File: config.mk
export PLATFORM = sky130hd
export DESIGN_NAME = pk_addsub
export DESIGN_NICKNAME = d
export VERILOG_FILES = /design/src/rtl/pk_pkg.sv /design/src/rtl/pk_bank_decode.sv /design/src/rtl/pk_lane.sv /design/src/rtl/pk_addsub.sv
export SDC_FILE = /design/constraint.sdc
export NUM_CORES = 1
export LEC_CHECK = 0
export ABC_AREA = 1
export CAP_MARGIN = 20
export CORE_UTILIZATION = 55
export DETAILED_ROUTE_END_ITERATION = 6
export GPL_TIMING_DRIVEN = 0
export HOLD_SLACK_MARGIN = 0.03
export PLACE_DENSITY_LB_ADDON = 0.15
export SYNTH_ARGS = -nofsm -noshare
export SYNTH_HDL_FRONTEND = slang
export SYNTH_SLANG_ARGS = --single-unit
File: constraint.sdc
create_clock -name clk -period 1.24 [get_ports clk]
set_input_delay 0.124 -clock clk [delete_from_list [all_inputs] [get_ports clk]]
set_output_delay 0.124 -clock clk [all_outputs]
set_load 0.02 [all_outputs]
File: src/rtl/pk_pkg.sv
package pk_pkg;
  localparam int DATA_W = 32;
  localparam int IDX_W  = 5;

  typedef enum logic [1:0] {
    OP_ADD  = 2'b00,
    OP_SUB  = 2'b01,
    OP_HADD = 2'b10,
    OP_HSUB = 2'b11
  } pk_op_e;

  localparam logic [1:0] MODE_WRAP = 2'b00;
  localparam logic [1:0] MODE_SAT  = 2'b01;

  typedef struct packed {
    logic wide;
    logic sgn;
    logic illegal;
    logic zero;
  } pk_bank_t;
endpackage

File: src/rtl/pk_bank_decode.sv
module pk_bank_decode
  import pk_pkg::*;
#(
  parameter int IW = IDX_W
) (
  input  logic [IW-1:0] dest,
  input  logic [1:0]    op,
  input  logic [1:0]    mode,
  output pk_bank_t      bank
);
  always_comb begin
    bank.zero    = (dest == '0);
    bank.wide    = (dest >= IW'(16));
    bank.sgn     = ((dest >= IW'(2)) && (dest <= IW'(7))) ||
                   ((dest >= IW'(16)) && (dest <= IW'(23)));
    bank.illegal = (dest == IW'(1)) || (dest >= IW'(30)) || mode[1] ||
                   (op[1] && (mode == MODE_SAT));
  end
endmodule

File: src/rtl/pk_lane.sv
module pk_lane #(
  parameter int W = 8
) (
  input  logic [W-1:0] a,
  input  logic [W-1:0] b,
  input  logic         sub,
  input  logic         half,
  input  logic         sat_en,
  input  logic         sgn,
  output logic [W-1:0] res,
  output logic         clamped
);
  localparam int EW = W + 2;
  logic [EW-1:0] ea, eb, s;

  always_comb begin
    ea = {{2{sgn & a[W-1]}}, a};
    eb = {{2{sgn & b[W-1]}}, b};
    s  = sub ? (ea - eb) : (ea + eb);
    clamped = 1'b0;
    res     = s[W-1:0];
    if (half) begin
      res = s[W:1];
    end else if (sat_en) begin
      if (sgn) begin
        if (s[W] != s[W-1]) begin
          clamped = 1'b1;
          res = s[W+1] ? {1'b1, {(W-1){1'b0}}} : {1'b0, {(W-1){1'b1}}};
        end
      end else if (s[W+1]) begin
        clamped = 1'b1;
        res = '0;
      end else if (s[W]) begin
        clamped = 1'b1;
        res = '1;
      end
    end
  end
endmodule

File: src/rtl/pk_addsub.sv
module pk_addsub
  import pk_pkg::*;
#(
  parameter int DW = DATA_W,
  parameter int IW = IDX_W
) (
  input  logic          clk,
  input  logic          rst_n,
  input  logic          in_valid,
  input  logic [1:0]    op,
  input  logic [1:0]    mode,
  input  logic [IW-1:0] dest,
  input  logic [DW-1:0] src_a,
  input  logic [DW-1:0] src_b,
  output logic          out_valid,
  output logic [DW-1:0] out_result,
  output logic          out_sat,
  output logic          out_illegal
);
  localparam int N8  = DW / 8;
  localparam int N16 = DW / 16;

  logic [1:0] rst_sync;
  logic       rst_ok;
  always_ff @(posedge clk or negedge rst_n) begin
    if (!rst_n) rst_sync <= 2'b00;
    else        rst_sync <= {rst_sync[0], 1'b1};
  end
  assign rst_ok = rst_sync[1];

  pk_bank_t bank;
  pk_bank_decode #(.IW(IW)) u_dec (.dest(dest), .op(op), .mode(mode), .bank(bank));

  logic sat_en;
  assign sat_en = (mode == MODE_SAT);

  logic [DW-1:0]  r8, r16;
  logic [N8-1:0]  c8;
  logic [N16-1:0] c16;

  for (genvar k = 0; k < N8; k++) begin : g_l8
    pk_lane #(.W(8)) u_lane (
      .a(src_a[8*k +: 8]), .b(src_b[8*k +: 8]), .sub(op[0]), .half(op[1]),
      .sat_en(sat_en), .sgn(bank.sgn), .res(r8[8*k +: 8]), .clamped(c8[k]));
  end
  for (genvar k = 0; k < N16; k++) begin : g_l16
    pk_lane #(.W(16)) u_lane (
      .a(src_a[16*k +: 16]), .b(src_b[16*k +: 16]), .sub(op[0]), .half(op[1]),
      .sat_en(sat_en), .sgn(bank.sgn), .res(r16[16*k +: 16]), .clamped(c16[k]));
  end

  logic [DW-1:0] res_d;
  logic          sat_d, ill_d, vld_d;
  always_comb begin
    vld_d = in_valid;
    ill_d = bank.illegal;
    if (bank.illegal || bank.zero) begin
      res_d = '0;
      sat_d = 1'b0;
    end else if (bank.wide) begin
      res_d = r16;
      sat_d = |c16;
    end else begin
      res_d = r8;
      sat_d = |c8;
    end
  end

  always_ff @(posedge clk or negedge rst_ok) begin
    if (!rst_ok) begin
      out_valid   <= 1'b0;
      out_result  <= '0;
      out_sat     <= 1'b0;
      out_illegal <= 1'b0;
    end else begin
      out_valid <= vld_d;
      if (in_valid) begin
        out_result  <= res_d;
        out_sat     <= sat_d;
        out_illegal <= ill_d;
      end
    end
  end

  AST_ILLEGAL_ZERO: assert property (@(posedge clk) disable iff (!rst_ok)
    out_illegal |-> (out_result == '0) && !out_sat);
  AST_ILLEGAL_MODE: assert property (@(posedge clk) disable iff (!rst_ok)
    (in_valid && mode[1]) |=> out_illegal);
  AST_WRAP_NO_SAT: assert property (@(posedge clk) disable iff (!rst_ok)
    (in_valid && mode == MODE_WRAP) |=> !out_sat);
  AST_HALF_NO_SAT: assert property (@(posedge clk) disable iff (!rst_ok)
    (in_valid && op[1]) |=> !out_sat);
  AST_VALID_LAT: assert property (@(posedge clk) disable iff (!rst_ok)
    in_valid |=> out_valid);
  AST_HOLD: assert property (@(posedge clk) disable iff (!rst_ok)
    !in_valid |=> !out_valid && $stable(out_result) && $stable(out_sat));
endmodule

==> load_flow_metrics.sql, run 1 <==
INSERT INTO impl_metrics (metric_group, metric, value, unit) VALUES
('logic_synthesis', 'ys_seq_elements', '37', ''),
('die', 'placement_rows', '42', ''),
('logic_synthesis', 'synthDominantCellAreaShare', '0.240', ''),
('global_routing', 'global_route.overflow_total', '472', ''),
('placed_design', 'place_ws', '-3.12', 'ns'),
('logic_synthesis', 'synth_largest_area_cell', 'sky130_fd_sc_hd__nand2_1', ''),
('run_status', 'flow.first_error', '[ERROR GRT-0232] Routing congestion too high. Check the congestion heatmap in the GUI.', ''),
('die', 'effective_utilization_at_floorplan', '0.568', ''),
('sta', 'repair-timing-grt-worst-ep', 'out_result[17]$_DFFE_PN0P_/D', ''),
('logic_synthesis', 'netlist-cell-type-count', '46', ''),
('sta', 'worst-endpoint-pin-kind', 'register data pin', ''),
('run_status', 'status', 'did not finish', ''),
('logic_synthesis', 'synth_fp_nets', '1485', ''),
('global_routing', 'globalRouteTotalUtil', '0.908', ''),
('logic_synthesis', 'ys_top_cells_by_area', 'sky130_fd_sc_hd__nand2_1 24%, sky130_fd_sc_hd__dfrtp_1 12%, sky130_fd_sc_hd__ha_1 11%', ''),
('die', 'ioPinCount', '111', ''),
('run_status', 'stop_stage', '5_1_grt', ''),
('logic_synthesis', 'syn-cell-area', '7550', 'sq um'),
('placed_design', 'place_hpwl', '19.4', 'mm'),
('logic_synthesis', 'synth_ff_type', 'sky130_fd_sc_hd__dfrtp_1', ''),
('cts', 'number_of_buffers_inserted_during_clock_tree_synthesis', '5', ''),
('cts', 'clockRootBuffer', 'sky130_fd_sc_hd__clkbuf_16', ''),
('placed_design', 'gpl.final_weighted_congestion', '0.990', ''),
('die', 'fp.dieW', '119', 'microns'),
('logic_synthesis', 'synth.avg_cell_area', '5.63', 'sq um'),
('placed_design', 'io_buffer_count', '108', ''),
('die', 'chipHeight', '119', 'microns'),
('global_routing', 'grt_start_max_net_pins', '25', ''),
('cts', 'htreeDepth', '2', ''),
('cts', 'clock_tree.buffer_depth', '2', ''),
('logic_synthesis', 'async_flop_share', '1.00', ''),
('cts', 'clkSinkCount', '37', ''),
('logic_synthesis', 'synthCells', '1341', ''),
('logic_synthesis', 'synth-edff-count', '0', ''),
('logic_synthesis', 'synth_seq_area_share', '0.123', ''),
('logic_synthesis', 'synthesis_warning_total', '0', '');
-- cells by family after synthesis --
kind of cell | share of synthesized area
xor+xnor | 0.0754
simple gates | 0.440
compound gates | 0.128
flops | 0.123
fa+ha+maj | 0.117
other cells | 0.000497
buf+inv | 0.117
-- cells in the mapped netlist (3+ instances only) --
| cell type | number |
|---|---|
| sky130_fd_sc_hd__or2_2 | 12 |
| sky130_fd_sc_hd__dfrtp_1 | 37 |
| sky130_fd_sc_hd__nand2_2 | 27 |
| sky130_fd_sc_hd__a21o_1 | 5 |
| sky130_fd_sc_hd__nand3_2 | 5 |
| sky130_fd_sc_hd__inv_1 | 181 |
| sky130_fd_sc_hd__nand2_4 | 4 |
| sky130_fd_sc_hd__nor2_2 | 3 |
| sky130_fd_sc_hd__nand4_1 | 13 |
| sky130_fd_sc_hd__nand3b_1 | 7 |
| sky130_fd_sc_hd__ha_1 | 64 |
| sky130_fd_sc_hd__a21oi_1 | 69 |
| sky130_fd_sc_hd__and2_1 | 3 |
| sky130_fd_sc_hd__nand3_1 | 112 |
| sky130_fd_sc_hd__buf_4 | 4 |
| sky130_fd_sc_hd__buf_1 | 3 |
| sky130_fd_sc_hd__o21bai_1 | 12 |
| sky130_fd_sc_hd__xor2_1 | 47 |
| sky130_fd_sc_hd__xnor2_1 | 18 |
| sky130_fd_sc_hd__o21ai_2 | 4 |
| sky130_fd_sc_hd__o21ai_0 | 50 |
| sky130_fd_sc_hd__nor3_1 | 9 |
| sky130_fd_sc_hd__fa_1 | 4 |
| sky130_fd_sc_hd__clkbuf_1 | 20 |
| sky130_fd_sc_hd__o21ai_1 | 14 |
| sky130_fd_sc_hd__nor2_1 | 90 |
| sky130_fd_sc_hd__a31oi_1 | 4 |
| sky130_fd_sc_hd__nand2_1 | 482 |
| sky130_fd_sc_hd__inv_2 | 10 |
-- timing repair --
item	in CTS
resized for setup	339
buffers inserted	150
endpoints found under the hold margin	2
cloned	0
hold buffers	1
setup endpoints to repair	68
pin swaps	165
-- layer usage --
metal / track usage / overflow
met5: 0.460 / 2
met4: 0.989 / 121
met3: 0.728 / 7
met2: 1.09 / 335
met1: 0.875 / 7
-- per-stage QoR --
stage	area (sq um)	instances
after floorplan	7900	1341
after detailed placement	9230	1626
after CTS	11300	1784
after global placement	9200	1625
==> inputs of run 2 (changes only) <==
- CORE_UTILIZATION: 55 -> 40
- HOLD_SLACK_MARGIN: 0.03 -> not set
==> load_flow_metrics.sql, run 2 <==
INSERT INTO impl_metrics (metric_group, metric, value, unit) VALUES
('sta', 'fin_skew', '0.00205', 'ns'),
('sta', 'final_period_minus_worst_setup_slack', '3.22', 'ns'),
('logic_synthesis', 'ys_seq_elements', '37', ''),
('die', 'dieArea', '19400', 'sq um'),
('layout', 'flow.area_growth_from_synthesis', '60.4', '%'),
('logic_synthesis', 'synth_largest_area_cell', 'sky130_fd_sc_hd__nand2_1', ''),
('drt', 'count_of_vias_placed_by_the_detailed_router', '10100', ''),
('placed_design', 'post_dp_cell_area', '9290', 'sq um'),
('run_status', 'violations', 'setup timing', ''),
('sta', 'final.setup.tns', '-61.73', 'ns'),
('worst_setup_path', 'timing.rr.end', 'out_result[3]', ''),
('drt', 'drtAntennaViolNets', '0', ''),
('logic_synthesis', 'synthCells', '1341', ''),
('worst_hold_path', 'whs_endpoint', 'out_illegal', ''),
('worst_setup_path', 'cell_with_the_largest_stage_delay_on_the_worst_path', 'sky130_fd_sc_hd__ha_4', ''),
('worst_setup_path', 'cp.arrival', '3.44', 'ns'),
('power', 'ir_worst_vdd', '0.514', 'mV'),
('worst_setup_path', 'timing.critical_path.from_type', 'input port', ''),
('drt', 'firstDrtPassIters', '7', ''),
('worst_setup_path', 'timing.setup.critical_path_class', 'input port to flop', ''),
('power', 'pwr_density_cell', '952', 'nW/um^2'),
('logic_synthesis', 'synth_ff_type', 'sky130_fd_sc_hd__dfrtp_1', ''),
('sta', 'timing.final.ws_setup', '-1.98', 'ns'),
('power', 'p_leak', '6.31', 'nW'),
('logic_synthesis', 'synth_fp_nets', '1485', ''),
('cts', 'clkSinkCount', '37', ''),
('logic_synthesis', 'synthesis_warning_total', '0', ''),
('sta', 'timing.final.crit_share', '2.59', ''),
('layout', 'layout.nets', '1763', ''),
('layout', 'antennaDiodeCount', '0', ''),
('run_status', 'status', 'finished with violations', ''),
('logic_synthesis', 'async_flop_share', '1.00', ''),
('layout', 'max_flop_register', 'out_result', ''),
('layout', 'drive_gt1_frac', '0.342', ''),
('sta', 'slew_viol_final', '0', ''),
('die', 'ioPinCount', '111', ''),
('cts', 'clockRootBuffer', 'sky130_fd_sc_hd__clkbuf_16', ''),
('worst_setup_path', 'ff2ff_setup_slack', '0.35', 'ns'),
('layout', 'final_util', '0.665', ''),
('drt', 'detail_route.iter0.violations', '960', ''),
('placed_design', 'place_hpwl', '20.9', 'mm'),
('worst_hold_path', 'hold_path_startpoint', 'dest[4]', ''),
('die', 'fp.dieW', '139', 'microns'),
('flow_run', 'max_cap_violations', '0', ''),
('logic_synthesis', 'synth-edff-count', '0', ''),
('worst_setup_path', 'crit_buf_inv', '6', ''),
('logic_synthesis', 'synth.avg_cell_area', '5.63', 'sq um'),
('global_routing', 'grt_pass1_vias', '9063', ''),
('cts', 'number_of_buffers_inserted_during_clock_tree_synthesis', '5', ''),
('logic_synthesis', 'syn-cell-area', '7550', 'sq um'),
('die', 'chipHeight', '139', 'microns'),
('logic_synthesis', 'netlist-cell-type-count', '46', ''),
('worst_setup_path', 'reg2reg_from', 'rst_sync[1]', ''),
('drt', 'detail_route.drc_violations', '0', ''),
('layout', 'fin_area', '12100', 'sq um'),
('layout', 'final_common_cell', 'sky130_fd_sc_hd__nand2_1', ''),
('layout', 'biggestRegsByFlops', 'out_result x32, rst_sync x2', ''),
('global_routing', 'grt_pass1_wl', '45.5', 'mm'),
('sta', 'hold_ws', '0.254', 'ns'),
('worst_setup_path', 'crit_path_max_fanout', '6', ''),
('sta', 'timing.max_slew.rel_slack', '0.467', ''),
('cts', 'insertion_delay', '0.28', 'ns'),
('cts', 'cts.reportedPaths.clkPinSlew', '0.06', 'ns'),
('drt', 'avgViaCountPerCell', '5.49', ''),
('drt', 'totalWireLength', '31.2', 'mm'),
('sta', 'rsz_0062_raised_after_global_routing', 'true', ''),
('worst_setup_path', 'r2r_cells', '1', ''),
('global_routing', 'grt_antenna_before_repair', '0', ''),
('logic_synthesis', 'ys_top_cells_by_area', 'sky130_fd_sc_hd__nand2_1 24%, sky130_fd_sc_hd__dfrtp_1 12%, sky130_fd_sc_hd__ha_1 11%', ''),
('sta', 'tightestPinTransition', '0.799', 'ns'),
('sta', 'setup_violations', '33', ''),
('global_routing', 'globalRouteTotalUtil', '0.294', ''),
('sta', 'hold_viol_final', '0', ''),
('worst_hold_path', 'min_delay_path_depth', '3', ''),
('logic_synthesis', 'synth.top_cells.by_count', '482 x sky130_fd_sc_hd__nand2_1, 181 x sky130_fd_sc_hd__inv_1, 112 x sky130_fd_sc_hd__nand3_1', ''),
('die', 'effective_utilization_at_floorplan', '0.414', ''),
('global_routing', 'global_route.overflow_total', '0', ''),
('placed_design', 'io_buffer_count', '108', ''),
('layout', 'final_cell_mix', '399 x sky130_fd_sc_hd__nand2_1, 147 x sky130_fd_sc_hd__buf_4, 141 x sky130_fd_sc_hd__inv_1', ''),
('die', 'core', '18200', 'sq um'),
('drt', 'avgRoutedWirePerCell', '16.9', 'microns'),
('logic_synthesis', 'synth.most_common_cell', 'sky130_fd_sc_hd__nand2_1', ''),
('worst_setup_path', 'path_depth', '27', ''),
('cts', 'htreeDepth', '2', ''),
('global_routing', 'grt_start_max_net_pins', '19', ''),
('worst_setup_path', 'critical_path_required', '1.47', 'ns'),
('placed_design', 'gpl.final_weighted_congestion', '0.941', ''),
('cts', 'tritoncts', 'yes', ''),
('logic_synthesis', 'synth_seq_area_share', '0.123', ''),
('logic_synthesis', 'synthDominantCellAreaShare', '0.240', ''),
('cts', 'clock_tree.buffer_depth', '2', ''),
('die', 'placement_rows', '49', ''),
('worst_setup_path', 'slowest_delay', '0.31', 'ns'),
('worst_hold_path', 'hold_class', 'input port to flop', ''),
('worst_setup_path', 'endpoint_kind', 'flop', ''),
('layout', 'largest_register_ff_count', '32', ''),
('sta', 'achievable-frequency', '311', 'MHz'),
('worst_setup_path', 'critical_path.top_delay_family', 'simple AND/OR/NAND/NOR gates', '');
-- run 2: repair_timing --
action,in CTS,in global routing
setup endpoints to repair,68,33
resized for setup,347,174
hold buffers,1,0
pin swaps,159,157
setup buffers,134,32
gates cloned,1,0
hold endpoints to repair,2,0
-- run 2: worst max-delay path by stage --
stage | start | to
5_1_grt | src_b[0] | out_result[9]
3_5_place_dp | dest[3] | out_result[13]
4_1_cts | src_b[17] | out_result[22]
3_3_place_gp | dest[3] | out_result[13]
6_report | src_b[1] | out_result[9]
2_1_floorplan | src_b[17] | out_result[16]
-- run 2: cell type report --
cell class              instances  area [sq um]
clock inverters                 2          10.0
inverters                     194           828
flip-flops and latches         37           926
repair buffers                271          2320
plain buffers                  31           280
well taps                     229           287
multi-input cells            1079          7320
clock buffers                   6           129
fillers                      1547          6100
-- run 2: cells by family (layout without fill, tap and decap cells) --
family                     count (synthesis)  after routing  share of synthesized area
and+or+nand+nor                          774            774                      0.440
buffers and inverters                    225            504                      0.117
AOI/OAI and AO/OA                        171            171                      0.128
adders and majority gates                 68             68                      0.117
xor gates and xnor gates                  65             65                     0.0754
DFF                                       37             37                      0.123
other                                      1              1                   0.000497
-- run 2: power breakdown --
part           internal (mW)  switching [mW]  total, mW  leakage (nW)
clock network          0.737           0.482       1.22        0.0706
registers               1.36          0.0932       1.45         0.484
logic                   3.78            5.07       8.85          5.75
-- run 2: worst min-delay path, stage by stage --
cell                      delay, ns
sky130_fd_sc_hd__buf_6         0.13
sky130_fd_sc_hd__a41oi_1       0.13
sky130_fd_sc_hd__a21oi_1       0.11
-- run 2: metal layers --
metal / vias to the layer above / GRT usage / routed length (microns)
li1: 4818 / - / -
met1: 4639 / 0.390 / 13100
met2: 545 / 0.485 / 14000
met3: 140 / 0.0454 / 2730
met4: 0 / 0.0965 / 1350
met5: - / 0 / 0
-- run 2: metrics by stage --
stage	power, mW	worst slack, ns	cells
after CTS	10.4	-1.82	1822
final	11.5	-1.98	1849
after floorplan	5.84	-1.88	1341
after detailed placement	7.66	-3.17	1679
after global routing	12.3	-2.15	1849
after global placement	7.61	-3.12	1678
Power figures use the tool's default switching activity.
==> inputs of run 3 (changes only) <==
- CTS_CLUSTER_DIAMETER: not set -> 30
- SYNTH_HIERARCHICAL: not set -> 1
==> load_flow_metrics.sql, run 3 <==
INSERT INTO impl_metrics (metric_group, metric, value, unit) VALUES
('cts', 'htreeDepth', '2', ''),
('logic_synthesis', 'synth_ff_type', 'sky130_fd_sc_hd__dfrtp_1', ''),
('logic_synthesis', 'synth.avg_cell_area', '5.39', 'sq um'),
('sta', 'final.setup.tns', '-61.95', 'ns'),
('worst_hold_path', 'min_delay_path_depth', '0', ''),
('drt', 'drtAntennaViolNets', '0', ''),
('die', 'dieArea', '29600', 'sq um'),
('sta', 'setup_violations', '33', ''),
('run_status', 'status', 'finished with violations', ''),
('sta', 'fin_skew', '0.00600', 'ns'),
('logic_synthesis', 'ys_top_cells_by_area', 'sky130_fd_sc_hd__nand2_1 25%, sky130_fd_sc_hd__inv_1 11%, sky130_fd_sc_hd__nand3_1 8.3%', ''),
('layout', 'final_cell_mix', '685 x sky130_fd_sc_hd__nand2_1, 328 x sky130_fd_sc_hd__inv_1, 157 x sky130_fd_sc_hd__nand3_1', ''),
('cts', 'insertion_delay', '0.29', 'ns'),
('global_routing', 'grt_start_max_net_pins', '41', ''),
('global_routing', 'global_route.overflow_total', '0', ''),
('global_routing', 'grt_pass1_vias', '12700', ''),
('worst_setup_path', 'cell_with_the_largest_stage_delay_on_the_worst_path', 'sky130_fd_sc_hd__or2_4', ''),
('logic_synthesis', 'synth_seq_area_share', '0.0800', ''),
('worst_setup_path', 'crit_path_max_fanout', '5', ''),
('logic_synthesis', 'synth_largest_area_cell', 'sky130_fd_sc_hd__nand2_1', ''),
('logic_synthesis', 'async_flop_share', '1.00', ''),
('worst_setup_path', 'endpoint_kind', 'flop', ''),
('layout', 'biggestRegsByFlops', 'out_result x32, rst_sync x2', ''),
('layout', 'largest_register_ff_count', '32', ''),
('sta', 'timing.final.ws_setup', '-1.92', 'ns'),
('layout', 'final_common_cell', 'sky130_fd_sc_hd__nand2_1', ''),
('layout', 'drive_gt1_frac', '0.240', ''),
('sta', 'timing.max_slew.rel_slack', '0.336', ''),
('worst_setup_path', 'cp.arrival', '3.34', 'ns'),
('flow_run', 'max_cap_violations', '0', ''),
('logic_synthesis', 'synthCells', '2149', ''),
('layout', 'cell_count_final_fillers_out', '2715', ''),
('die', 'placement_rows', '61', ''),
('die', 'chipHeight', '172', 'microns'),
('worst_setup_path', 'r2r_cells', '0', ''),
('cts', 'cts.reportedPaths.clkPinSlew', '0.06', 'ns'),
('cts', 'number_of_buffers_inserted_during_clock_tree_synthesis', '5', ''),
('global_routing', 'grt_antenna_before_repair', '0', ''),
('die', 'effective_utilization_at_floorplan', '0.411', ''),
('logic_synthesis', 'synthesis_warning_total', '6', ''),
('placed_design', 'gpl.final_weighted_congestion', '0.886', ''),
('drt', 'avgViaCountPerCell', '5.00', ''),
('power', 'p_leak', '8.60', 'nW'),
('layout', 'flow.area_growth_from_synthesis', '31.9', '%'),
('logic_synthesis', 'synth.most_common_cell', 'sky130_fd_sc_hd__nand2_1', ''),
('worst_setup_path', 'slowest_delay', '0.26', 'ns'),
('drt', 'firstDrtPassIters', '5', ''),
('drt', 'count_of_vias_placed_by_the_detailed_router', '13600', ''),
('worst_setup_path', 'timing.setup.critical_path_class', 'input port to flop', ''),
('power', 'pwr_density_cell', '963', 'nW/um^2'),
('run_status', 'violations', 'setup timing', ''),
('power', 'totalPowerFinal', '14.7', 'mW'),
('die', 'fp.dieW', '172', 'microns'),
('global_routing', 'grt_pass1_wl', '60.2', 'mm'),
('die', 'core', '28200', 'sq um'),
('logic_synthesis', 'synth.top_cells.by_count', '765 x sky130_fd_sc_hd__nand2_1, 347 x sky130_fd_sc_hd__inv_1, 192 x sky130_fd_sc_hd__nand3_1', ''),
('logic_synthesis', 'netlist-cell-type-count', '52', ''),
('sta', 'timing.final.crit_share', '2.55', ''),
('logic_synthesis', 'synthDominantCellAreaShare', '0.248', ''),
('sta', 'hold_viol_final', '0', ''),
('drt', 'detail_route.iter0.violations', '801', ''),
('sta', 'slew_viol_final', '0', ''),
('worst_setup_path', 'timing.critical_path.from_type', 'input port', ''),
('layout', 'antennaDiodeCount', '0', ''),
('logic_synthesis', 'synth-edff-count', '0', ''),
('drt', 'totalWireLength', '37.6', 'mm'),
('cts', 'clockRootBuffer', 'sky130_fd_sc_hd__clkbuf_16', ''),
('placed_design', 'dp_cells', '2637', ''),
('sta', 'achievable-frequency', '317', 'MHz'),
('worst_hold_path', 'hold_class', 'flop to flop', ''),
('worst_setup_path', 'ff2ff_setup_slack', '0.34', 'ns'),
('sta', 'rsz_0062_raised_after_global_routing', 'true', ''),
('layout', 'max_flop_register', 'out_result', ''),
('worst_hold_path', 'whs_endpoint', 'rst_sync[1]', ''),
('sta', 'final_period_minus_worst_setup_slack', '3.16', 'ns'),
('worst_setup_path', 'timing.rr.end', 'out_result[24]', ''),
('global_routing', 'globalRouteTotalUtil', '0.247', ''),
('die', 'ioPinCount', '111', ''),
('sta', 'tightestPinTransition', '0.994', 'ns'),
('worst_setup_path', 'reg2reg_from', 'rst_sync[1]', ''),
('layout', 'layout.nets', '2494', ''),
('drt', 'detail_route.drc_violations', '0', ''),
('worst_hold_path', 'hold_path_startpoint', 'rst_sync[0]', ''),
('drt', 'avgRoutedWirePerCell', '13.9', 'microns'),
('cts', 'tritoncts', 'yes', ''),
('logic_synthesis', 'ys_seq_elements', '37', ''),
('placed_design', 'place_ws', '-3.10', 'ns'),
('power', 'ir_worst_vdd', '0.539', 'mV'),
('worst_setup_path', 'critical_path_required', '1.42', 'ns'),
('logic_synthesis', 'synth_fp_nets', '2307', ''),
('placed_design', 'io_buffer_count', '110', ''),
('placed_design', 'place_hpwl', '28.3', 'mm'),
('worst_setup_path', 'cp_common_cell', 'sky130_fd_sc_hd__nand2_1', ''),
('logic_synthesis', 'syn-cell-area', '11600', 'sq um'),
('layout', 'fillCellCount', '2873', ''),
('cts', 'clkSinkCount', '37', ''),
('cts', 'clock_tree.buffer_depth', '2', '');
-- run 3: changes by cell type after synthesis, moves of 15 or more --
cell,delta
sky130_fd_sc_hd__a21oi_2,+32
sky130_fd_sc_hd__inv_1,+166
sky130_fd_sc_hd__inv_2,+15
sky130_fd_sc_hd__nand2_1,+283
sky130_fd_sc_hd__nand2_2,+43
sky130_fd_sc_hd__nand3_1,+80
sky130_fd_sc_hd__nand3_2,+18
sky130_fd_sc_hd__nor2_1,+73
sky130_fd_sc_hd__nor2_2,+16
sky130_fd_sc_hd__o21ai_1,+25
sky130_fd_sc_hd__xor2_1,+17
-- run 3: critical path, delay by kind of cell --
kind,cells,cell delay [ns]
XOR/XNOR,1,0.17
adder cells (fa/ha/maj),1,0.25
buffers and inverters,3,0.27
AO/OA/AOI/OAI,3,0.50
AND/OR/NAND/NOR,23,2.03
-- run 3: cell type report --
type / instances / area [sq um] / area share
sequential: 37 / 927 / 0.0607
tap: 378 / 473 / 0.0310
multi-input combinational: 1682 / 10100 / 0.659
inverter: 379 / 1450 / 0.0951
timing repair buffer: 180 / 1740 / 0.114
buffer: 51 / 443 / 0.0290
clock buffer: 7 / 153 / 0.0100
clock inverter: 1 / 8.76 / 0.000574
-- run 3: worst max path at each step --
stage,from,endpoint,slack [ns],cells after the start
floorplan,src_b[4],out_result[8],-1.75,30
CTS,src_b[3],out_result[14],-2.06,31
global route,src_b[3],out_result[4],-2.19,29
detailed placement,src_b[0],out_result[14],-3.10,32
global placement,op[0],out_result[14],-3.74,26
finish,src_b[3],out_result[4],-1.92,31
-- run 3: routing by layer --
layer,up-vias,track usage,part of all wire
li1,7023,-,-
met1,6158,0.305,0.44
met2,324,0.461,0.50
met3,68,0.0142,0.034
met4,0,0.0654,0.029
met5,-,0,0
-- run 3: stage by stage --
stage | hold WS [ns] | util | area (sq um)
floorplan | -0.172 | - | 11700
global placement | 0.299 | 0.472 | 13300
detailed placement | 0.299 | 0.472 | 13300
CTS | 0.350 | 0.507 | 14300
global route | 0.353 | 0.542 | 15300
finish | 0.347 | 0.542 | 15300
-- run 3: logic make-up (layout without fill, tap and decap cells) --
| family | Yosys count | after routing | share of synthesized area |
|---|---|---|---|
| AND/OR/NAND/NOR | 1286 | 1286 | 0.492 |
| AO/OA/AOI/OAI | 226 | 226 | 0.114 |
| flip-flops | 37 | 37 | 0.0800 |
| buffers and inverters | 430 | 618 | 0.155 |
| XOR/XNOR | 87 | 87 | 0.0658 |
| adder cells (fa/ha/maj) | 82 | 82 | 0.0925 |
| other | 1 | 1 | 0.000324 |
-- run 3: timing repair --
action,CTS,global route
cloned,6,2
pin swaps,151,162
hold endpoints to repair,2,0
buffers inserted,45,17
setup endpoints to repair,68,34
resized for setup,215,236
hold buffers,1,0
-- run 3: where the power goes --
group          internal (mW)  leakage [nW]  switching, mW
Clock                  0.863        0.0805          0.543
Combinational           4.61          8.03           7.25
Sequential              1.34         0.488          0.102
Total                   6.82          8.60           7.89
